$ cat config.mk
export PLATFORM = sky130hd
export DESIGN_NAME = chain_node
export DESIGN_NICKNAME = d
export VERILOG_FILES = /design/src/rtl/chain_node_pkg.sv /design/src/rtl/chain_cmd_dec.sv /design/src/rtl/chain_ack_seq.sv /design/src/rtl/chain_path_sel.sv /design/src/rtl/chain_node.sv
export SDC_FILE = /design/constraint.sdc
export NUM_CORES = 1
export LEC_CHECK = 0
export BUFFER_PORTS_ARGS = -buffer_cell sky130_fd_sc_hd__buf_2
export CORE_UTILIZATION = 57
export DETAILED_ROUTE_END_ITERATION = 12
export PLACE_DENSITY_LB_ADDON = 0.1
export SYNTH_ARGS = -nofsm -noshare
export SYNTH_HDL_FRONTEND = slang
export SYNTH_HIERARCHICAL = 1
export SYNTH_SLANG_ARGS = --single-unit
$ cat constraint.sdc
create_clock -name clk -period 2.19 [get_ports clk]
set_clock_uncertainty 0.05 [all_clocks]
set_input_delay 0.438 -clock clk [delete_from_list [all_inputs] [get_ports clk]]
set_output_delay 0.438 -clock clk [all_outputs]
set_load 0.02 [all_outputs]
$ cat src/rtl/chain_node_pkg.sv
package chain_node_pkg;
   typedef enum logic [1:0] {
      DEC_IDLE,
      DEC_ASGN,
      DEC_DADR,
      DEC_DPAY
   } dec_state_t;

   typedef enum logic [1:0] {
      ACK_IDLE,
      ACK_OPC,
      ACK_ADR,
      ACK_DRAIN
   } ack_state_t;
endpackage

$ cat src/rtl/chain_cmd_dec.sv
module chain_cmd_dec
   import chain_node_pkg::*;
#(
   parameter int unsigned BYTE_W = 8,
   parameter logic [BYTE_W-1:0] OP_ASSIGN = 8'hA5,
   parameter logic [BYTE_W-1:0] OP_DATA = 8'hD1,
   parameter logic [BYTE_W-1:0] OP_RESET = 8'hF0
) (
   input  logic              clk,
   input  logic              rst_n,
   input  logic              rx_valid,
   input  logic [BYTE_W-1:0] rx_data,
   input  logic [BYTE_W-1:0] my_addr,
   input  logic              have_addr,
   output logic              assign_hit,
   output logic [BYTE_W-1:0] assign_addr,
   output logic              reset_hit,
   output logic              app_valid,
   output logic [BYTE_W-1:0] app_data
);
   dec_state_t state;
   logic       match_q;

   always_ff @(posedge clk or negedge rst_n) begin
      if (!rst_n) begin
         state       <= DEC_IDLE;
         match_q     <= 1'b0;
         assign_hit  <= 1'b0;
         assign_addr <= '0;
         reset_hit   <= 1'b0;
         app_valid   <= 1'b0;
         app_data    <= '0;
      end else begin
         assign_hit <= 1'b0;
         reset_hit  <= 1'b0;
         app_valid  <= 1'b0;
         if (rx_valid) begin
            unique case (state)
               DEC_IDLE: begin
                  if (rx_data == OP_ASSIGN)     state <= DEC_ASGN;
                  else if (rx_data == OP_DATA)  state <= DEC_DADR;
                  else if (rx_data == OP_RESET) reset_hit <= 1'b1;
               end
               DEC_ASGN: begin
                  assign_hit  <= 1'b1;
                  assign_addr <= rx_data;
                  state       <= DEC_IDLE;
               end
               DEC_DADR: begin
                  match_q <= have_addr && (rx_data == my_addr);
                  state   <= DEC_DPAY;
               end
               DEC_DPAY: begin
                  if (match_q) begin
                     app_valid <= 1'b1;
                     app_data  <= rx_data;
                  end
                  state <= DEC_IDLE;
               end
               default: state <= DEC_IDLE;
            endcase
         end
      end
   end


   app_needs_addr_chk: assert property (@(posedge clk) disable iff (!rst_n)
      app_valid |-> have_addr);


   single_event_chk: assert property (@(posedge clk) disable iff (!rst_n)
      $onehot0({assign_hit, reset_hit, app_valid}));
endmodule

$ cat src/rtl/chain_ack_seq.sv
module chain_ack_seq
   import chain_node_pkg::*;
#(
   parameter int unsigned BYTE_W = 8,
   parameter logic [BYTE_W-1:0] OP_ACK = 8'h6B
) (
   input  logic              clk,
   input  logic              rst_n,
   input  logic              start,
   input  logic [BYTE_W-1:0] start_addr,
   input  logic              abort,
   input  logic              otx_ready,
   input  logic              otx_idle,
   output logic              otx_valid,
   output logic [BYTE_W-1:0] otx_data,
   output logic              done
);
   ack_state_t        state;
   logic [BYTE_W-1:0] echo_q;

   always_ff @(posedge clk or negedge rst_n) begin
      if (!rst_n) begin
         state  <= ACK_IDLE;
         echo_q <= '0;
      end else if (abort) begin
         state <= ACK_IDLE;
      end else begin
         unique case (state)
            ACK_IDLE:  if (start) begin
                          echo_q <= start_addr;
                          state  <= ACK_OPC;
                       end
            ACK_OPC:   if (otx_ready) state <= ACK_ADR;
            ACK_ADR:   if (otx_ready) state <= ACK_DRAIN;
            ACK_DRAIN: if (otx_idle)  state <= ACK_IDLE;
            default:   state <= ACK_IDLE;
         endcase
      end
   end

   always_comb begin
      otx_valid = (state == ACK_OPC) || (state == ACK_ADR);
      otx_data  = (state == ACK_ADR) ? echo_q : OP_ACK;
      done      = (state == ACK_DRAIN) && otx_idle && !abort;
   end


   hold_while_stalled_chk: assert property (@(posedge clk) disable iff (!rst_n || abort)
      (otx_valid && !otx_ready) |=> (otx_valid && $stable(otx_data)));
endmodule

$ cat src/rtl/chain_path_sel.sv
module chain_path_sel #(
   parameter int unsigned LINE_W = 1,
   parameter bit IDLE_LEVEL = 1'b1
) (
   input  logic              fwd_down,
   input  logic              up_relay,
   input  logic [LINE_W-1:0] us_rx_line,
   input  logic [LINE_W-1:0] ds_rx_line,
   input  logic [LINE_W-1:0] own_tx_line,
   output logic [LINE_W-1:0] ds_tx_line,
   output logic [LINE_W-1:0] us_tx_line
);
   for (genvar g = 0; g < LINE_W; g++) begin : g_lane
      assign ds_tx_line[g] = fwd_down ? us_rx_line[g] : IDLE_LEVEL;
      assign us_tx_line[g] = up_relay ? ds_rx_line[g] : own_tx_line[g];
   end
endmodule

$ cat src/rtl/chain_node.sv
module chain_node #(
   parameter int unsigned BYTE_W = 8,
   parameter int unsigned LINE_W = 1,
   parameter bit IDLE_LEVEL = 1'b1,
   parameter logic [BYTE_W-1:0] OP_ASSIGN = 8'hA5,
   parameter logic [BYTE_W-1:0] OP_ACK = 8'h6B,
   parameter logic [BYTE_W-1:0] OP_DATA = 8'hD1,
   parameter logic [BYTE_W-1:0] OP_RESET = 8'hF0
) (
   input  logic              clk,
   input  logic              rst_n,
   input  logic              rx_valid,
   input  logic [BYTE_W-1:0] rx_data,
   output logic              otx_valid,
   output logic [BYTE_W-1:0] otx_data,
   input  logic              otx_ready,
   input  logic              otx_idle,
   output logic              app_valid,
   output logic [BYTE_W-1:0] app_data,
   output logic [BYTE_W-1:0] node_addr,
   output logic              addr_valid,
   output logic              fwd_down,
   output logic              up_relay,
   input  logic [LINE_W-1:0] us_rx_line,
   input  logic [LINE_W-1:0] ds_rx_line,
   input  logic [LINE_W-1:0] own_tx_line,
   output logic [LINE_W-1:0] ds_tx_line,
   output logic [LINE_W-1:0] us_tx_line
);
   localparam int unsigned N_OPS = 3;

   initial begin : param_chk
      assert (BYTE_W >= 2) else $error("BYTE_W too small");
      assert (LINE_W >= 1) else $error("LINE_W must be at least 1");
      assert (OP_ASSIGN != OP_DATA && OP_ASSIGN != OP_RESET && OP_DATA != OP_RESET)
         else $error("the %0d received opcodes must differ", N_OPS);
   end

   logic              assign_hit, reset_hit, ack_start, ack_done;
   logic [BYTE_W-1:0] assign_addr;

   chain_cmd_dec #(.BYTE_W(BYTE_W), .OP_ASSIGN(OP_ASSIGN), .OP_DATA(OP_DATA),
                   .OP_RESET(OP_RESET)) i_dec (
      .clk(clk), .rst_n(rst_n), .rx_valid(rx_valid), .rx_data(rx_data),
      .my_addr(node_addr), .have_addr(addr_valid),
      .assign_hit(assign_hit), .assign_addr(assign_addr), .reset_hit(reset_hit),
      .app_valid(app_valid), .app_data(app_data));

   assign ack_start = assign_hit && !addr_valid;

   chain_ack_seq #(.BYTE_W(BYTE_W), .OP_ACK(OP_ACK)) i_ack (
      .clk(clk), .rst_n(rst_n), .start(ack_start), .start_addr(assign_addr),
      .abort(reset_hit), .otx_ready(otx_ready), .otx_idle(otx_idle),
      .otx_valid(otx_valid), .otx_data(otx_data), .done(ack_done));

   always_ff @(posedge clk or negedge rst_n) begin
      if (!rst_n) begin
         node_addr  <= '0;
         addr_valid <= 1'b0;
         fwd_down   <= 1'b0;
         up_relay   <= 1'b0;
      end else if (reset_hit) begin
         node_addr  <= '0;
         addr_valid <= 1'b0;
         fwd_down   <= 1'b0;
         up_relay   <= 1'b0;
      end else begin
         if (ack_start) begin
            node_addr  <= assign_addr;
            addr_valid <= 1'b1;
         end
         if (ack_done) begin
            fwd_down <= 1'b1;
            up_relay <= 1'b1;
         end
      end
   end

   chain_path_sel #(.LINE_W(LINE_W), .IDLE_LEVEL(IDLE_LEVEL)) i_path (
      .fwd_down(fwd_down), .up_relay(up_relay), .us_rx_line(us_rx_line),
      .ds_rx_line(ds_rx_line), .own_tx_line(own_tx_line),
      .ds_tx_line(ds_tx_line), .us_tx_line(us_tx_line));


   fwd_needs_addr_chk: assert property (@(posedge clk) disable iff (!rst_n)
      fwd_down |-> addr_valid);


   relay_after_idle_chk: assert property (@(posedge clk) disable iff (!rst_n)
      $rose(up_relay) |-> $past(otx_idle));


   silent_in_relay_chk: assert property (@(posedge clk) disable iff (!rst_n)
      up_relay |-> !otx_valid);


   addr_kept_chk: assert property (@(posedge clk) disable iff (!rst_n)
      (addr_valid && $past(addr_valid)) |-> $stable(node_addr));
endmodule

==> flow_summary.ini <==
[outcome]
run_status = completed

[setup_path]
worstSetupStartpointType = flop
required_ps = 1700
r2r_end = i_ack/state[0]$_DFFE_PN0P_
rr_worst_depth = 5
path_class = flop to primary output
end_kind = primary output
arrival_ps = 1540
r2r_slack_ps = 580
crit_fanout = 9
r2r_start = i_ack/state[0]$_DFFE_PN0P_

[pwr]
total_power_mw = 2.453
ir_drop_mv = 0.7135
power.leakage_nw = 1.282
powerDensity_nw_per_um2 = 1008

[routing]
vias = 1376
wl_um = 3958
drt-pass1-iter-count = 4
remaining_drc_errors = 0
via_per_inst = 5.354
routedWlPerCell_um = 15.40
antenna_left = 0
drtIter0Drc = 50

[sta]
setup-tns-final_ps = 0
rsz0062_at_grt = no
drv_slew = 0
fmax_mhz = 494.3
relSlewSlack = 0.6462
hold_ws_ps = 95.25
period_minus_slack_ps = 2023
period_share = 0.9238
setup_ws_ps = 166.8
setup_violations = 0
hold_viol = 0
worst_pin_slew_ps = 530.8

[yosys]
synth_area_leaders = dfrtp_1 51%, mux2_2 13%, nand4bb_1 4.3%
synth_ff_type = dfrtp_1
netlist_area_um2 = 2073
synth_top_area_share = 0.5069
syn_avg_cell_area_um2 = 13.12
yosysWarnings = 6
synth_edf_count = 0
synthDistinctLibCells = 34
syn_nets = 178
ys_ff_latch = 42
synth_top_area_cell = dfrtp_1
async_reset_ff_frac = 1.000
ys_seq_area_frac = 0.5069
synthCells = 158

[clocking]
cts_sinks = 42
cts.clk_slew.worst_paths_ps = 120
tritoncts = yes
root_buffer = clkbuf_4
insertion_delay_ps = 350
ctsLongestPathBuffers = 2
cts-htree-levels = 2
post-cts-setup-buffer-count = 0
cts_buffers = 5

[placement]
dp_cells = 249
place_area_um2 = 2356
numPortBuffers = 46
gp_congestion = 0.7990
place_ws_ps = 500.4
dp_hpwl_um = 2830

[floorplanning]
dieArea_um2 = 3883
core-area_um2 = 3416
start_util = 0.6070
num_rows = 21
die_w_um = 62.31
die_y_um = 62.31
ioPinCount = 47

[finish]
drive_above_1_share = 0.4597
finish.utilization = 0.7125
seq_area_um2 = 1051
fin_cells = 257
multiInputGateArea_um2 = 974.7
layout_commonest_cell = buf_2
area_growth_pct = 17.38
final_nets = 230
final_cell_mix = 46 x buf_2, 42 x dfrtp_1, 24 x mux2_2
fillers = 244
final_area_um2 = 2434
diodes = 0

[global_routing]
grtUsageTotal = 0.2367
grt_pass1_wl_um = 7003
grt_overflow_total = 0
grt_pass1_vias = 1418
antenna_found_initial = 0
grt_max_degree = 43

[worst_hold_path]
min_path_type = primary input to async pin

[flow_run]
maxCapViolations = 0
==> sequential cells by signal, summed over array words and instances, names as in the netlist <==
signal	count
addr_valid	1
i_ack/echo_q	8
i_ack/state	2
i_dec/app_data	8
i_dec/app_valid	1
i_dec/assign_addr	8
i_dec/assign_hit	1
i_dec/match_q	1
i_dec/reset_hit	1
i_dec/state	2
node_addr	8
up_relay	1
==> kinds of logic after synthesis <==
family                   share of synthesized area
AND/OR/NAND/NOR                             0.2028
multiplexers                                0.1497
flip-flops                                  0.5069
AO/OA/AOI/OAI                              0.05854
adder cells (fa/ha/maj)                    0.02414
XOR/XNOR                                   0.03380
buffers and inverters                      0.02414
==> layout make-up <==
cell class	count	share of cell area
Timing Repair Buffer	49	0.1039
Clock buffer	7	0.01851
Tap cell	46	0.02365
Inverter	6	0.009255
Multi-Input combinational cell	106	0.4005
Clock inverter	1	0.01234
Sequential cell	42	0.4319
==> metal layers <==
metal | share of wire | vias up | track usage
met1 | 0.45 | 673 | 0.3028
li1 | - | 658 | -
met5 | 0 | - | 0
met3 | 0.043 | 4 | 0.06618
met2 | 0.50 | 41 | 0.3929
met4 | 0.0078 | 0 | 0.06977
==> critical path, stage by stage, from the launching register on <==
cell,delay [ps]
dfrtp_1,430
inv_1,120
ha_2,250
or2b_1,240
buf_2,160
==> synthesized netlist by cell type, types with 2 or more instances <==
| cell type | number |
|---|---|
| and2_2 | 2 |
| nand4bb_1 | 8 |
| or2b_1 | 6 |
| mux2_2 | 24 |
| nand2b_1 | 13 |
| xnor2_1 | 8 |
| ha_1 | 4 |
| dfrtp_1 | 42 |
| mux2_4 | 2 |
| o21ai_2 | 8 |
| nand3b_4 | 2 |
| a31oi_1 | 2 |
| nor2_1 | 8 |
| nand4_1 | 2 |
| nand2_1 | 2 |
| inv_1 | 6 |
| and3b_1 | 2 |
==> what timing repair did <==
| action | CTS | global route |
|---|---|---|
| hold buffers | 0 | 0 |
| gates resized for setup | 0 | 1 |
| setup endpoints to repair | 0 | 2 |
==> where the power goes <==
part	internal [mW]	total (mW)	leakage (nW)	switching (mW)
Combinational	0.409	0.865	0.681	0.456
Sequential	0.940	1.12	0.562	0.176
Clock	0.242	0.472	0.0395	0.230
==> how the worst max path moves through the flow <==
stage	startpoint	endpoint
after floorplan	addr_valid$_DFFE_PN0P_	i_ack/state[0]$_DFFE_PN0P_
after global placement	i_ack/state[0]$_DFFE_PN0P_	otx_data[1]
after detailed placement	i_ack/state[0]$_DFFE_PN0P_	otx_data[1]
after CTS	i_ack/state[0]$_DFFE_PN0P_	otx_data[1]
after global routing	i_ack/state[0]$_DFFE_PN0P_	otx_data[3]
final	i_ack/state[0]$_DFFE_PN0P_	otx_data[1]
Note: power is estimated with default switching activity, not from simulation.
